==> src/rtl/pclk_div_pkg.sv <==
package pclk_div_pkg;

  localparam int CODE_W = 8;
  localparam int MAX_SH = 2;
  localparam int SH_W   = $clog2(MAX_SH + 1);
  localparam int DIV_W  = MAX_SH + 1;

  typedef logic [SH_W-1:0]   shift_t;
  typedef logic [CODE_W-1:0] code_t;

  // Map a divide code to a power-of-two shift; unlisted codes take the slowest rate.
  function automatic shift_t code_to_shift(input code_t code);
    shift_t sh;
    case (code)
      code_t'(0): sh = shift_t'(0);
      code_t'(1): sh = shift_t'(1);
      code_t'(3): sh = shift_t'(2);
      default:    sh = shift_t'(MAX_SH);
    endcase
    return sh;
  endfunction

endpackage

==> src/rtl/pclk_cfg_reg.sv <==
module pclk_cfg_reg
  import pclk_div_pkg::*;
#(
  parameter int DATA_W = 32,
  parameter int CW     = CODE_W
) (
  input  logic              clk_i,
  input  logic              rst_ni,
  input  logic              we_i,
  input  logic [DATA_W-1:0] wdata_i,
  output logic [DATA_W-1:0] rdata_o,
  output logic [CW-1:0]     norm_code_o,
  output logic [CW-1:0]     idle_code_o
);

  localparam int FIELD_W = 2 * CW;

  logic [FIELD_W-1:0] field_q;
  logic [FIELD_W-1:0] field_d;

  always_comb begin
    field_d = field_q;
    if (we_i) begin
      field_d = wdata_i[FIELD_W-1:0];
    end
  end

  always_ff @(posedge clk_i or negedge rst_ni) begin
    if (!rst_ni) begin
      field_q <= '0;
    end else begin
      field_q <= field_d;
    end
  end

  assign idle_code_o = field_q[CW-1:0];
  assign norm_code_o = field_q[FIELD_W-1:CW];

  generate
    if (DATA_W > FIELD_W) begin : g_pad
      logic unused_hi;
      assign unused_hi = ^wdata_i[DATA_W-1:FIELD_W];
      assign rdata_o   = {{(DATA_W-FIELD_W){1'b0}}, field_q};
    end else begin : g_exact
      assign rdata_o = field_q;
    end
  endgenerate


  wr_readback_chk: assert property (@(posedge clk_i) disable iff (!rst_ni)
    we_i |=> rdata_o[FIELD_W-1:0] == $past(wdata_i[FIELD_W-1:0]));

endmodule

==> src/rtl/pclk_ratio_sel.sv <==
module pclk_ratio_sel
  import pclk_div_pkg::*;
#(
  parameter int CW = CODE_W
) (
  input  logic [CW-1:0] norm_code_i,
  input  logic [CW-1:0] idle_code_i,
  input  logic          bus_busy_i,
  output shift_t        norm_sh_o,
  output shift_t        target_sh_o
);

  logic   idle_enabled;
  logic   idle_use;
  shift_t idle_sh;

  always_comb begin
    idle_enabled = (idle_code_i != '0) && (idle_code_i > norm_code_i);
    idle_use     = idle_enabled && !bus_busy_i;
    norm_sh_o    = code_to_shift(norm_code_i);
    idle_sh      = code_to_shift(idle_code_i);
    target_sh_o  = idle_use ? idle_sh : norm_sh_o;
  end

endmodule

==> src/rtl/pclk_tick_gen.sv <==
module pclk_tick_gen
  import pclk_div_pkg::*;
#(
  parameter int MSH   = MAX_SH,
  parameter int CNT_W = (MSH < 1) ? 1 : MSH
) (
  input  logic   clk_i,
  input  logic   rst_ni,
  input  shift_t target_sh_i,
  output logic   tick_o,
  output shift_t cur_sh_o
);

  localparam logic [CNT_W:0]   SPAN_ONE = 1;
  localparam logic [CNT_W-1:0] CNT_ONE  = 1;

  logic [CNT_W-1:0] cnt_q, cnt_d;
  shift_t           sh_q, sh_d;
  logic [CNT_W:0]   span;
  logic [CNT_W:0]   span_m1;
  logic [CNT_W-1:0] term_cnt;

  always_comb begin
    span     = SPAN_ONE << sh_q;
    span_m1  = span - SPAN_ONE;
    term_cnt = span_m1[CNT_W-1:0];
    tick_o   = (cnt_q == term_cnt);
  end

  always_comb begin
    cnt_d = cnt_q;
    sh_d  = sh_q;
    if (tick_o) begin
      cnt_d = '0;
      sh_d  = target_sh_i;
    end else begin
      cnt_d = cnt_q + CNT_ONE;
    end
  end

  always_ff @(posedge clk_i or negedge rst_ni) begin
    if (!rst_ni) begin
      cnt_q <= '0;
      sh_q  <= '0;
    end else begin
      cnt_q <= cnt_d;
      sh_q  <= sh_d;
    end
  end

  assign cur_sh_o = sh_q;


  ratio_hold_chk: assert property (@(posedge clk_i) disable iff (!rst_ni)
    !tick_o |=> $stable(cur_sh_o));


  ratio_boundary_chk: assert property (@(posedge clk_i) disable iff (!rst_ni)
    !$stable(cur_sh_o) |-> $past(tick_o));


  pulse_width_chk: assert property (@(posedge clk_i) disable iff (!rst_ni)
    ($past(tick_o) && (cur_sh_o != '0)) |-> !tick_o);

endmodule

==> src/rtl/pclk_idle_div.sv <==
module pclk_idle_div
  import pclk_div_pkg::*;
#(
  parameter int DATA_W = 32
) (
  input  logic              clk_i,
  input  logic              rst_ni,
  input  logic              cfg_we_i,
  input  logic [DATA_W-1:0] cfg_wdata_i,
  output logic [DATA_W-1:0] cfg_rdata_o,
  input  logic              bus_busy_i,
  output logic              pclk_en_o,
  output logic [DIV_W-1:0]  eff_div_o
);

  localparam logic [DIV_W-1:0] DIV_ONE = 1;

  logic [CODE_W-1:0] norm_code;
  logic [CODE_W-1:0] idle_code;
  shift_t            norm_sh;
  shift_t            target_sh;
  shift_t            cur_sh;
  logic [DIV_W-1:0]  norm_div;

  pclk_cfg_reg #(
    .DATA_W (DATA_W),
    .CW     (CODE_W)
  ) u_cfg (
    .clk_i       (clk_i),
    .rst_ni      (rst_ni),
    .we_i        (cfg_we_i),
    .wdata_i     (cfg_wdata_i),
    .rdata_o     (cfg_rdata_o),
    .norm_code_o (norm_code),
    .idle_code_o (idle_code)
  );

  pclk_ratio_sel #(
    .CW (CODE_W)
  ) u_sel (
    .norm_code_i (norm_code),
    .idle_code_i (idle_code),
    .bus_busy_i  (bus_busy_i),
    .norm_sh_o   (norm_sh),
    .target_sh_o (target_sh)
  );

  pclk_tick_gen #(
    .MSH (MAX_SH)
  ) u_tick (
    .clk_i       (clk_i),
    .rst_ni      (rst_ni),
    .target_sh_i (target_sh),
    .tick_o      (pclk_en_o),
    .cur_sh_o    (cur_sh)
  );

  assign eff_div_o = DIV_ONE << cur_sh;
  assign norm_div  = DIV_ONE << norm_sh;


  busy_restore_chk: assert property (@(posedge clk_i) disable iff (!rst_ni)
    (bus_busy_i && pclk_en_o) |=> eff_div_o == $past(norm_div));


  idle_off_chk: assert property (@(posedge clk_i) disable iff (!rst_ni)
    ((idle_code == '0) && pclk_en_o) |=> eff_div_o == $past(norm_div));


  div_legal_chk: assert property (@(posedge clk_i) disable iff (!rst_ni)
    $onehot0(eff_div_o) && (eff_div_o != '0));

endmodule

==> config.mk <==
export PLATFORM = sky130hd
export DESIGN_NAME = pclk_idle_div
export DESIGN_NICKNAME = d
export VERILOG_FILES = /design/src/rtl/pclk_div_pkg.sv /design/src/rtl/pclk_cfg_reg.sv /design/src/rtl/pclk_ratio_sel.sv /design/src/rtl/pclk_tick_gen.sv /design/src/rtl/pclk_idle_div.sv
export SDC_FILE = /design/constraint.sdc
export NUM_CORES = 1
export LEC_CHECK = 0
export BUFFER_PORTS_ARGS = -buffer_cell sky130_fd_sc_hd__buf_2
export CORE_UTILIZATION = 41
export CTS_CLUSTER_DIAMETER = 40
export DETAILED_ROUTE_END_ITERATION = 10
export HOLD_SLACK_MARGIN = 0.12
export PLACE_DENSITY = 0.76
export SLEW_MARGIN = 20
export SYNTH_ARGS = -nofsm -noshare
export SYNTH_HDL_FRONTEND = slang
export SYNTH_HIERARCHICAL = 1
export SYNTH_SLANG_ARGS = --single-unit
==> constraint.sdc <==
create_clock -name clk_i -period 1.9 [get_ports clk_i]
set_input_delay 0.19 -clock clk_i [delete_from_list [all_inputs] [get_ports clk_i]]
set_output_delay 0.19 -clock clk_i [all_outputs]
set_load 0.02 [all_outputs]
==> Word level (Yosys, flattened, before mapping) <==
Cells that the tools add are included.
Widths: inputs -> output; s select.
{ "classes": {"n_addsub": 2, "n_lt_le_gt_ge": 1, "n_eq_ne": 3, "n_shift": 1, "mux": 4, "reduce_logical": 6} }
{ "ops": {"columns": ["op", "count"], "rows": [
  ["$eq 8x1->1 const B", 2],
  ["$logic_not 8->1", 2],
  ["$gt 8x8->1", 1],
  ["$pmux 2 s2", 2],
  ["$reduce_bool 8->1", 1],
  ["$mux 2", 2],
  ["$shl 1x2->3 const A", 1],
  ["$add 2x1->2 const B", 1],
  ["$eq 2x2->1", 1],
  ["$logic_and 1x1->1", 2],
  ["$sub 2x1->2 const B", 1],
  ["$logic_not 1->1", 1]
]} }
{ "word_totals": {"reg_bits": 20, "input_bits": 36, "output_inout_bits": 36, "elab_cells": 20} }

==> Longest topological paths before layout <==
Gate-level depths: netlist (run 1).
{ "logic_depth": {"word_depth": 4, "mapped_depth": 10, "mapped_depth_nobuf": 10} }

==> Cells and area by module <==
The synthesis (run 1) kept the hierarchy.
{ "modules_own_cells": {"columns": ["module", "instances", "cells_each", "area_each_um2", "seq_area_each_um2"], "rows": [
  ["pclk_cfg_reg", 1, 67, 893.4, 400.4],
  ["pclk_ratio_sel", 1, 38, 320.3, 0.0],
  ["pclk_tick_gen", 1, 25, 217.7, 100.1],
  ["pclk_idle_div", 1, 3, 18.8, 0.0]
]} }

==> Worst setup path before layout (run 1) <==
No wires, ideal clock.
{ "synth_path": {"path_type": "register to register", "startpoint": "reg u_cfg.field_q[11]", "endpoint": "reg u_tick.sh_q[0] (netlist: u_tick/cur_sh_o[0])", "setup_ps": 139, "arrival_time_ps": 1963, "required_time_ps": 1761, "setup_slack_ps": -202, "path_stages_with_launch": 11, "path_buffers": 0, "cell_sequence": "dfrtp_1 inv_1 ha_1 and4_4 and2b_4 a211oi_4 a2bb2oi_2 a21oi_1 and3_2 o21ai_1 o2111ai_1"} }
{ "synth_via": {"elab_chain_len": 4, "elab_cells_between_ends": 7, "cone_classes": "order compare (1); eq/ne (1); mux (2); reduce/logical (3)"} }
{ "synth_rtl": {"columns": ["element", "line", "text"], "rows": [
  ["start, declared", "pclk_cfg_reg.sv:18", "logic [FIELD_W-1:0] field_q;"],
  ["start signal, assigned", "pclk_cfg_reg.sv:32", "field_q <= field_d;"],
  ["$gt 8x8->1", "pclk_ratio_sel.sv:18", "idle_enabled = (idle_code_i != '0) && (idle_code_i > norm_code_i);"],
  ["$logic_and 1x1->1", "pclk_ratio_sel.sv:18", null],
  ["$logic_and 1x1->1", "pclk_ratio_sel.sv:19", "idle_use = idle_enabled && !bus_busy_i;"],
  ["$mux 2 (*)", "pclk_ratio_sel.sv:22", "target_sh_o = idle_use ? idle_sh : norm_sh_o;"],
  ["via target_sh[0]", "pclk_idle_div.sv:21", "shift_t target_sh;"],
  ["end signal, assigned", "pclk_tick_gen.sv:44", "sh_q <= '0;"],
  ["end signal, assigned", "pclk_tick_gen.sv:47", "sh_q <= sh_d;"],
  ["end, declared", "pclk_tick_gen.sv:18", "shift_t sh_q, sh_d;"]
]} }
The timed path passes the listed nets; every way through them passes the cells marked *.
A chain may end at the register's enable or synchronous reset.

==> Final worst setup path (run 1) <==
{ "layout_path": {"startpoint": "reg u_cfg.field_q[9]", "endpoint": "reg u_tick.sh_q[1] (netlist: u_tick/cur_sh_o[1])"} }
The elaborated chain is that of the path after synthesis.

==> results of run 1 <==
## routing by layer
layer	part of all wire	routed length [microns]	track usage
met4	0.028	84	0.0794
met3	0.036	107	0.0420
met5	0	0	0
met1	0.43	1280	0.187
met2	0.50	1490	0.283
## stage by stage
| step | TNS, ns | util | worst slack (ns) | power, mW |
|---|---|---|---|---|
| floorplan | -0.140 | - | -0.140 | 1.10 |
| global placement | -0.257 | 0.490 | -0.208 | 1.23 |
| detailed placement | -0.367 | 0.490 | -0.245 | 1.24 |
| CTS | -0.468 | 0.555 | -0.239 | 1.54 |
| global route | -0.755 | 0.579 | -0.386 | 1.69 |
| finish | -0.480 | 0.579 | -0.266 | 1.57 |
## flip-flops by register name, indices dropped and copies added, names as in the netlist
signal and cells:
u_tick/cnt_q 2, u_tick/cur_sh_o 2, u_cfg/field_q 16
## how the worst min path moves through the flow
stage	endpoint	from	cells after the start
floorplan	u_cfg/field_q[0]	rst_ni	0
global placement	u_cfg/field_q[4]	rst_ni	1
detailed placement	u_cfg/field_q[4]	rst_ni	1
CTS	u_cfg/field_q[12]	cfg_wdata_i[12]	2
global route	u_cfg/field_q[12]	cfg_wdata_i[12]	2
finish	u_cfg/field_q[12]	cfg_wdata_i[12]	2
## cell type report
type	instances	area (sq um)
well taps	46	57.6
clock buffers	4	36.3
multi-input cells	81	773
repair buffers	79	536
flip-flops and latches	20	500
fillers	300	1420
inverters	12	45.0
## what timing repair did
item	in CTS	in global routing
buffers inserted	1	3
hold buffers	15	1
endpoints found under the hold margin	34	1
pin swaps	7	7
resized for setup	5	6
endpoints found under the setup margin	2	2
## critical path: cells and delay by family, from the launching register on
family                     cells  cell delay (ns)
DFF                            1             0.39
adders and majority gates      1             0.27
and+or+nand+nor                2             0.23
buffers and inverters          3             0.26
AOI/OAI and AO/OA              5             0.96
## report_power, final
group          internal [mW]  leakage [nW]  switching (mW)
clock network          0.117        0.0210           0.131
logic                  0.356         0.713           0.356
registers              0.500         0.233           0.108
## cells in the final DEF, fill, tap and decap left out, types with 4 or more instances in the layout
cell type	instances
buf_2	39
ha_4	6
nand3_1	4
mux2_4	10
nor2_1	4
inv_1	9
buf_4	24
dfrtp_1	20
conb_1	16
mux2_2	6
dlygate4sd3_1	16
==> results.txt, run 1 <==
Pwr/cell area - 805 nW/um^2
Critical Path End - u_tick/cur_sh_o[1]
Worst-Margin Slew - 0.519 ns
Initial Util - 0.430
VDD IR max - 326 uV
Clock sink total - 20
Worst setup SP type - flip-flop
Pin count of the biggest net entering global routing - 21
Final setup skew - 0.0108 ns
# nets final - 241
H-tree Lvls - 1
Critical Path Fanout Max - 2
Clk slew on worst S/H paths - 0.12 ns
Final min period - 2.17 ns
Maxcap violations - 0
Final Routed Wirelength - 2960 microns
Synthesized area per cell - 11.0 sq um
Max-slew violations - 0
Avg WL per Cell - 12.2 microns
TritonRoute pass-1 iters - 4
Gate Count Post-Synth - 132
Core Region - 3360 sq um
Failing checks - negative setup slack
Final setup fails - 2
Die ar. - 3770 sq um
RSZ-0062 raised after global routing - true
Tcrit/Tclk final - 1.14
IO Count - 72
Post-route cell area - 1950 sq um
Crit path required time - 2.14 ns
FF-to-FF setup slack - -0.27 ns
Clk root buf - clkbuf_4
Worst EP arrival - 2.40 ns
Initial antenna violation count - 0
Placed cell areas - 1650 sq um
LEAKAGE - 0.967 nW
Area growth syn-to-layout - 34.7%
Endpoints failing hold - 0
Worst Setup End Kind - flip-flop
Antenna viol nets, final - 0
Gr usage total - 0.163
Worst-Skew Late Latency - 0.30 ns
Port bufs - 39
DR vias/cell - 4.45
CP max stage delay - 0.39 ns
Yosys warnings - 6
Vias - 1078
First-pass GRT wire length - 4390 microns
R2R cell count - 11
R2r endpoint - u_tick/cur_sh_o[1]
Crit path launch - u_cfg/field_q[9]
ANT cells - 0
Ratio of cells with drive above 1 in the final layout - 0.526
Final worst slack - -0.266 ns
Non-filler cells, final - 242
Die Y - 61.4 microns
Clk buf depth - 2
Hold WS - 0.129 ns
Width of the die - 61.4 microns
Number of core rows - 21
Rel. slew slack - 0.651
HPWL Detailed - 1970 microns
FF-to-FF Start - u_cfg/field_q[9]
Status - finished with violations
Vias in the first global route - 1027
Peak Freq - 462 MHz
Type of the worst min-delay path - primary input to flip-flop
Inst Count DP - 218
Critical path class - flip-flop to flip-flop
CTS Buf Count - 3
Initial DRC count - 17
Slowest CP cell - dfrtp_1
CTS tree - yes
Post-synth design cell area - 1450 sq um
GP Congestion - 0.774
Congestion Overflow GR - 0
Cells along the critical path - inv_2, ha_4, nor2b_4, o211ai_2, a2111oi_4, a2bb2oi_2, buf_4, a21o_1, inv_1, nor2_1, a2bb2oi_1
Drc violations - 0
No activity file was read; power rests on OpenSTA's default activity.
==> run 2: changes to the inputs <==
--- a/config.mk
+++ b/config.mk
@@ -5,12 +5,12 @@
 export SDC_FILE = /design/constraint.sdc
 export NUM_CORES = 1
 export LEC_CHECK = 0
-export BUFFER_PORTS_ARGS = -buffer_cell sky130_fd_sc_hd__buf_2
-export CORE_UTILIZATION = 41
+export CORE_UTILIZATION = 56
 export CTS_CLUSTER_DIAMETER = 40
 export DETAILED_ROUTE_END_ITERATION = 10
+export DONT_BUFFER_PORTS = 1
 export HOLD_SLACK_MARGIN = 0.12
-export PLACE_DENSITY = 0.76
+export PLACE_DENSITY = 0.74
 export SLEW_MARGIN = 20
 export SYNTH_ARGS = -nofsm -noshare
 export SYNTH_HDL_FRONTEND = slang
==> run 2 against run 1 <==
Against the previous run:
- the flow still finishes with violations (negative setup slack)
- cell area is 1.4% lower
- die area is 26% lower
- count of clock-buffer cells in the layout is 1 lower
- combinational power is 9.1% higher
- worst hold slack better by 0.32 ns
- sequential power hardly changed
- critical path type unchanged
- highest routed layer unchanged
==> results.txt, run 2 (synthesis results as in run 1) <==
Congestion Overflow GR - 0 (unchanged)
Initial antenna violation count - 0 (unchanged)
Dpl ws - -0.307 ns (-0.0623 ns)
Antenna viol nets, final - 0 (unchanged)
Port bufs - 0 (-100%)
IO Count - 72 (unchanged)
Final setup skew - 0.00461 ns (-0.00617 ns)
Grt met3 use - 0.0667 (+0.0246)
Clock sink total - 20 (unchanged)
Sequential cell area - 500 sq um (unchanged)
GP Congestion - 0.753 (-2.7%)
Post-route cell area - 1920 sq um (-1.4%)
Crit path required time - 2.08 ns (-0.06 ns)
Final Routed Wirelength - 3330 microns (+12%)
Vias - 1074 (-0.37%)
Die ar. - 2790 sq um (-26%)
TritonRoute pass-1 iters - 4 (unchanged)
FF-to-FF Start - u_cfg/field_q[13]
Number of core rows - 18 (-14%)
Clk slew on worst S/H paths - 0.10 ns (-0.02 ns)
Maxcap violations - 0 (unchanged)
Area growth syn-to-layout - 32.8%
Final setup TNS - -0.608 ns (-0.127 ns)
Drc violations - 0 (unchanged)
Inst Count DP - 166 (-24%)
Worst-Skew Late Latency - 0.30 ns (about the same)
HPWL Detailed - 1940 microns (-1.9%)
Status - finished with violations
ANT cells - 0 (unchanged)
Worst-Margin Slew - 0.895 ns (+0.376 ns)
Crit path max-delay family - compound AO/OA/AOI/OAI gates
H-tree Lvls - 1 (unchanged)
Rel. slew slack - 0.401 (-0.249)
Commonest cells after routing, fill and taps aside - dlygate4sd3_1 (33), buf_4 (28), dfrtp_1 (20), conb_1 (16), mux2_4 (10)
LEAKAGE - 0.900 nW (-6.9%)
Failing checks - negative setup slack
Clk root buf - clkbuf_4
Gr usage total - 0.263 (+0.0997)
Multi-input gate area - 774 sq um (+0.16%)
Placed cell areas - 1450 sq um (-12%)
Fill count - 148 (-51%)
Total power draw - 1.58 mW (+0.80%)
Commonest non-fill, non-tap cell in the layout - dlygate4sd3_1
Initial Util - 0.589 (+0.159)
Reg with most FFs - u_cfg/field_q
VDD IR max - 808 uV (+150%)
Core Region - 2450 sq um (-27%)
Width of the die - 52.8 microns (-14%)
Cells along the critical path - inv_1, ha_1, nand4_1, and2b_4, a211oi_4, a2bb2oi_2, a21oi_2, and3_4, o21ai_2, o2111ai_2
CTS tree - yes
Avg WL per Cell - 16.1 microns (+31%)
Initial DRC count - 13 (-4)
Worst Setup End Kind - flip-flop
Worst setup SP type - flip-flop
Endpoints failing hold - 0 (unchanged)
Pwr/cell area - 823 nW/um^2 (+2.2%)
Final worst slack - -0.327 ns (-0.0608 ns)
R2R cell count - 10 (-1)
Vias in the first global route - 1043 (+1.6%)
Tcrit/Tclk final - 1.17 (+0.0320)
# nets final - 223 (-7.5%)
CTS Buf Count - 3 (unchanged)
R2r endpoint - u_tick/cur_sh_o[0]
Type of the worst min-delay path - primary input to async pin
FF-to-FF setup slack - -0.33 ns (-0.06 ns)
Peak Freq - 449 MHz (-2.7%)
CP Buf/Inv Count - 1 (-2)
Non-filler cells, final - 207 (-14%)
Pin count of the biggest net entering global routing - 21 (unchanged)
Grt met1 use - 0.290 (+0.103)
RSZ-0062 raised after global routing - true
Top Usage Layer GRT - met2
Clk buf depth - 2 (unchanged)
Critical Path Fanout Max - 2 (unchanged)
Worst EP arrival - 2.41 ns (about the same)
Max-slew violations - 0 (unchanged)
DR vias/cell - 5.19 (+16%)
Ratio of cells with drive above 1 in the final layout - 0.390 (-0.136)
Die Y - 52.8 microns (-14%)
Final min period - 2.23 ns (+0.0608 ns)
Slowest CP cell - dfrtp_1
First-pass GRT wire length - 5020 microns (+14%)
Final setup fails - 2 (unchanged)
Met2 usage - 0.498 (+0.215)
Critical path class - flip-flop to flip-flop
Max reg flops - 16 (unchanged)
CP max stage delay - 0.36 ns (-0.03 ns)
run 2: cell types whose count changed in the layout (fill, tap and decap cells not counted), moves of 2 or more:
| cell | previous run | this run |
|---|---|---|
| buf_2 | 39 | 0 |
| buf_4 | 24 | 28 |
| ha_1 | 2 | 4 |
| dlygate4sd3_1 | 16 | 33 |
| ha_4 | 6 | 4 |
run 2: worst max-delay path by stage:
stage                            startpoint                 end  slack (ns)  cells past startpoint
after floorplan            u_cfg/field_q[9]  u_tick/cur_sh_o[0]       -0.14                     10
after CTS                  u_cfg/field_q[1]  u_tick/cur_sh_o[0]       -0.26                     10
final                     u_cfg/field_q[13]  u_tick/cur_sh_o[0]       -0.33                     10
after global routing      u_cfg/field_q[13]  u_tick/cur_sh_o[0]       -0.44                     11
after global placement     u_cfg/field_q[9]  u_tick/cur_sh_o[0]       -0.19                     10
after detailed placement   u_cfg/field_q[9]  u_tick/cur_sh_o[0]       -0.31                     10
run 2: power by group:
part | switching, mW | total [mW] | internal [mW] | leakage [nW]
combinational | 0.391 | 0.778 | 0.387 | 0.653
sequential | 0.107 | 0.607 | 0.499 | 0.233
clock | 0.123 | 0.197 | 0.0740 | 0.0138
run 2: metrics by stage:
stage          utilization  hold WS, ns
4_1_cts              0.762        0.473
5_1_grt              0.782        0.515
3_3_place_gp         0.592       -0.105
6_report             0.782        0.451
3_5_place_dp         0.592       -0.105
2_1_floorplan            -       -0.106
run 2: final cells by class:
type	instances	share of cell area
timing repair buffer	61	0.281
inverter	12	0.0235
tap	30	0.0195
multi-input combinational	81	0.403
sequential	20	0.261
clock buffer	3	0.0117
run 2: repair_timing:
| item | CTS | global route |
|---|---|---|
| pin swaps | 8 | 10 |
| gates resized for setup | 7 | 8 |
| cloned | 0 | 0 |
| hold endpoints to repair | 36 | 0 |
| hold buffers | 33 | 0 |
| buffers inserted | 3 | 2 |
| setup endpoints to repair | 2 | 2 |
run 2: worst register-to-register path, cell delays in order, from the launching register on:
cell	delay, ns
dfrtp_1	0.36
inv_1	0.05
ha_1	0.31
nand4_1	0.19
and2b_4	0.22
a211oi_4	0.25
a2bb2oi_2	0.21
a21oi_2	0.07
and3_4	0.19
o21ai_2	0.14
o2111ai_2	0.13
run 2: routing by layer:
layer / share of wire / up-vias
li1: - / 496
met1: 0.39 / 530
met2: 0.54 / 42
met3: 0.053 / 6
met4: 0.012 / 0
met5: 0 / -
==> run 3: changes to the inputs <==
--- a/config.mk
+++ b/config.mk
@@ -16,3 +16,4 @@
 export SYNTH_HDL_FRONTEND = slang
 export SYNTH_HIERARCHICAL = 1
 export SYNTH_SLANG_ARGS = --single-unit
+export TNS_END_PERCENT = 20
==> run 3 against run 2 <==
Against the previous run:
- the flow still finishes with violations (negative setup slack)
- clock skew hardly changed
- final cell count is 0.97% higher
- combinational power is 2.8% higher
- core utilization is 1.9 points higher
- first-iteration DRC count is 92% lower
- clock power is 3% higher
- register-to-register slack better by 0.04 ns
- flip-flop and latch count stayed put
- critical path depth stayed put
- maximum frequency is 1.9% higher
- die area stayed put
- via count is 1.9% lower
==> results.txt, run 3 (synthesis results as in run 1) <==
Drc violations - 0 (unchanged)
Area growth syn-to-layout - 36.1%
Critical path class - flip-flop to flip-flop
Fin util - 0.802 (+0.0194)
Worst-Skew Late Latency - 0.31 ns (about the same)
Placed cell areas - 1450 sq um (unchanged)
Core Region - 2450 sq um (unchanged)
Reg with most FFs - u_cfg/field_q
Inst Count DP - 166 (unchanged)
Clock power frac - 0.125 (about the same)
Clock sink total - 20 (unchanged)
Worst-Margin Slew - 0.907 ns (+0.0119 ns)
Pwr/cell area - 820 nW/um^2 (-0.36%)
LEAKAGE - 0.910 nW (+1.1%)
FF-to-FF Start - u_cfg/field_q[5]
Pin count of the biggest net entering global routing - 21 (unchanged)
Crit path required time - 2.09 ns (about the same)
Vias - 1054 (-1.9%)
Final setup skew - 0.00495 ns (+0.000338 ns)
IO Count - 72 (unchanged)
R2R cell count - 10 (unchanged)
Die ar. - 2790 sq um (unchanged)
Clk root buf - clkbuf_4
Final min period - 2.18 ns (-0.0420 ns)
Number of core rows - 18 (unchanged)
Endpoints failing hold - 0 (unchanged)
Initial Util - 0.589 (unchanged)
Avg WL per Cell - 15.9 microns (-0.87%)
CTS tree - yes
Critical Path Fanout Max - 2 (unchanged)
Switching part of the total - 0.394 (+0.00200)
Failing checks - negative setup slack
Worst setup SP type - flip-flop
Final worst slack - -0.285 ns (+0.0420 ns)
Width of the die - 52.8 microns (unchanged)
Tcrit/Tclk final - 1.15 (-0.0221)
Gr usage total - 0.262 (-0.000608)
VDD IR max - 779 uV (-3.6%)
Non-filler cells, final - 209 (+0.97%)
Hold WS - 0.448 ns (-0.00293 ns)
Post-route cell area - 1970 sq um (+2.5%)
Final Routed Wirelength - 3330 microns (about the same)
Max-slew violations - 0 (unchanged)
Ratio of cells with drive above 1 in the final layout - 0.413 (+0.0236)
Dpl ws - -0.307 ns (unchanged)
Status - finished with violations
Congestion Overflow GR - 0 (unchanged)
GP Congestion - 0.753 (unchanged)
Initial DRC count - 1 (-12)
First-pass GRT wire length - 5000 microns (-0.42%)
Antenna viol nets, final - 0 (unchanged)
Final setup fails - 2 (unchanged)
Vias in the first global route - 1092 (+4.7%)
Clk buf depth - 2 (unchanged)
Peak Freq - 458 MHz (+1.9%)
Max reg flops - 16 (unchanged)
H-tree Lvls - 1 (unchanged)
Commonest non-fill, non-tap cell in the layout - dlygate4sd3_1
Rel. slew slack - 0.393 (-0.00796)
Internal - 0.978 mW (+1.8%)
Initial antenna violation count - 0 (unchanged)
# nets final - 225 (+0.90%)
CTS Buf Count - 3 (unchanged)
Total power draw - 1.61 mW (+2.1%)
Port bufs - 0 (unchanged)
DR vias/cell - 5.04 (-2.8%)
Sequential Power Share - 0.380 (-0.004)
P_sw - 0.637 mW (+2.6%)
Combinational Power Share - 0.495 (+0.003)
ANT cells - 0 (unchanged)
Clk slew on worst S/H paths - 0.11 ns (about the same)
Worst EP arrival - 2.37 ns (-0.04 ns)
RSZ-0062 raised after global routing - true
Type of the worst min-delay path - primary input to async pin
Die Y - 52.8 microns (unchanged)
Critical Path End - u_tick/cur_sh_o[0]
Worst Setup End Kind - flip-flop
FF-to-FF setup slack - -0.28 ns (+0.04 ns)
Final setup TNS - -0.522 ns (+0.0856 ns)
Maxcap violations - 0 (unchanged)
Commonest cells after routing, fill and taps aside - dlygate4sd3_1 (33), buf_4 (30), dfrtp_1 (20), conb_1 (16), mux2_4 (10)
Crit path launch - u_cfg/field_q[5]
TritonRoute pass-1 iters - 4 (unchanged)
HPWL Detailed - 1940 microns (unchanged)
R2r endpoint - u_tick/cur_sh_o[0]
-- run 3: power by group through the flow --
stage          Sequential (mW)  Clock [mW]  Combinational [mW]
4_1_cts                  0.599       0.200               0.693
6_report                 0.613       0.202               0.800
5_1_grt                  0.630       0.222               0.861
3_5_place_dp             0.604           0               0.580
2_1_floorplan            0.593           0               0.503
3_3_place_gp             0.596           0               0.553
-- run 3: worst min-delay path by stage --
stage | startpoint | to | cells after the start
3_5_place_dp | rst_ni | u_cfg/field_q[11] | 0
4_1_cts | bus_busy_i | u_tick/cur_sh_o[1] | 5
6_report | rst_ni | u_cfg/field_q[9] | 1
3_3_place_gp | rst_ni | u_cfg/field_q[11] | 0
5_1_grt | rst_ni | u_cfg/field_q[10] | 1
2_1_floorplan | rst_ni | u_cfg/field_q[0] | 0
-- run 3: metal layers --
layer / share of wire / wire length, microns / global-route usage / up-vias
li1: - / - / - / 497
met1: 0.38 / 1260 / 0.268 / 508
met2: 0.54 / 1800 / 0.494 / 39
met3: 0.052 / 173 / 0.0754 / 10
met4: 0.027 / 91 / 0.0965 / 0
met5: 0 / 0 / 0 / -
-- run 3: repair_timing --
item / CTS / global route
setup endpoints to repair: 2 / 2
resized for setup: 6 / 13
pin swaps: 8 / 12
hold buffers: 33 / 0
endpoints found under the hold margin: 36 / 0
buffers inserted: 3 / 4
-- run 3: worst max-delay path, stage by stage (launching register included) --
cell,delay [ns]
dfrtp_1,0.43
ha_4,0.28
nand4_1,0.17
and2b_4,0.31
a211oi_4,0.05
buf_4,0.15
o21ai_4,0.14
a21oi_2,0.09
and3_4,0.19
o21ai_4,0.13
o2111ai_2,0.12
-- run 3: area by class of cell --
type / count / area [sq um]
Fill cell: 147 / 487
Tap cell: 30 / 37.5
Sequential cell: 20 / 500
Inverter: 12 / 45.0
Timing Repair Buffer: 63 / 556
Clock buffer: 3 / 22.5
Multi-Input combinational cell: 81 / 807
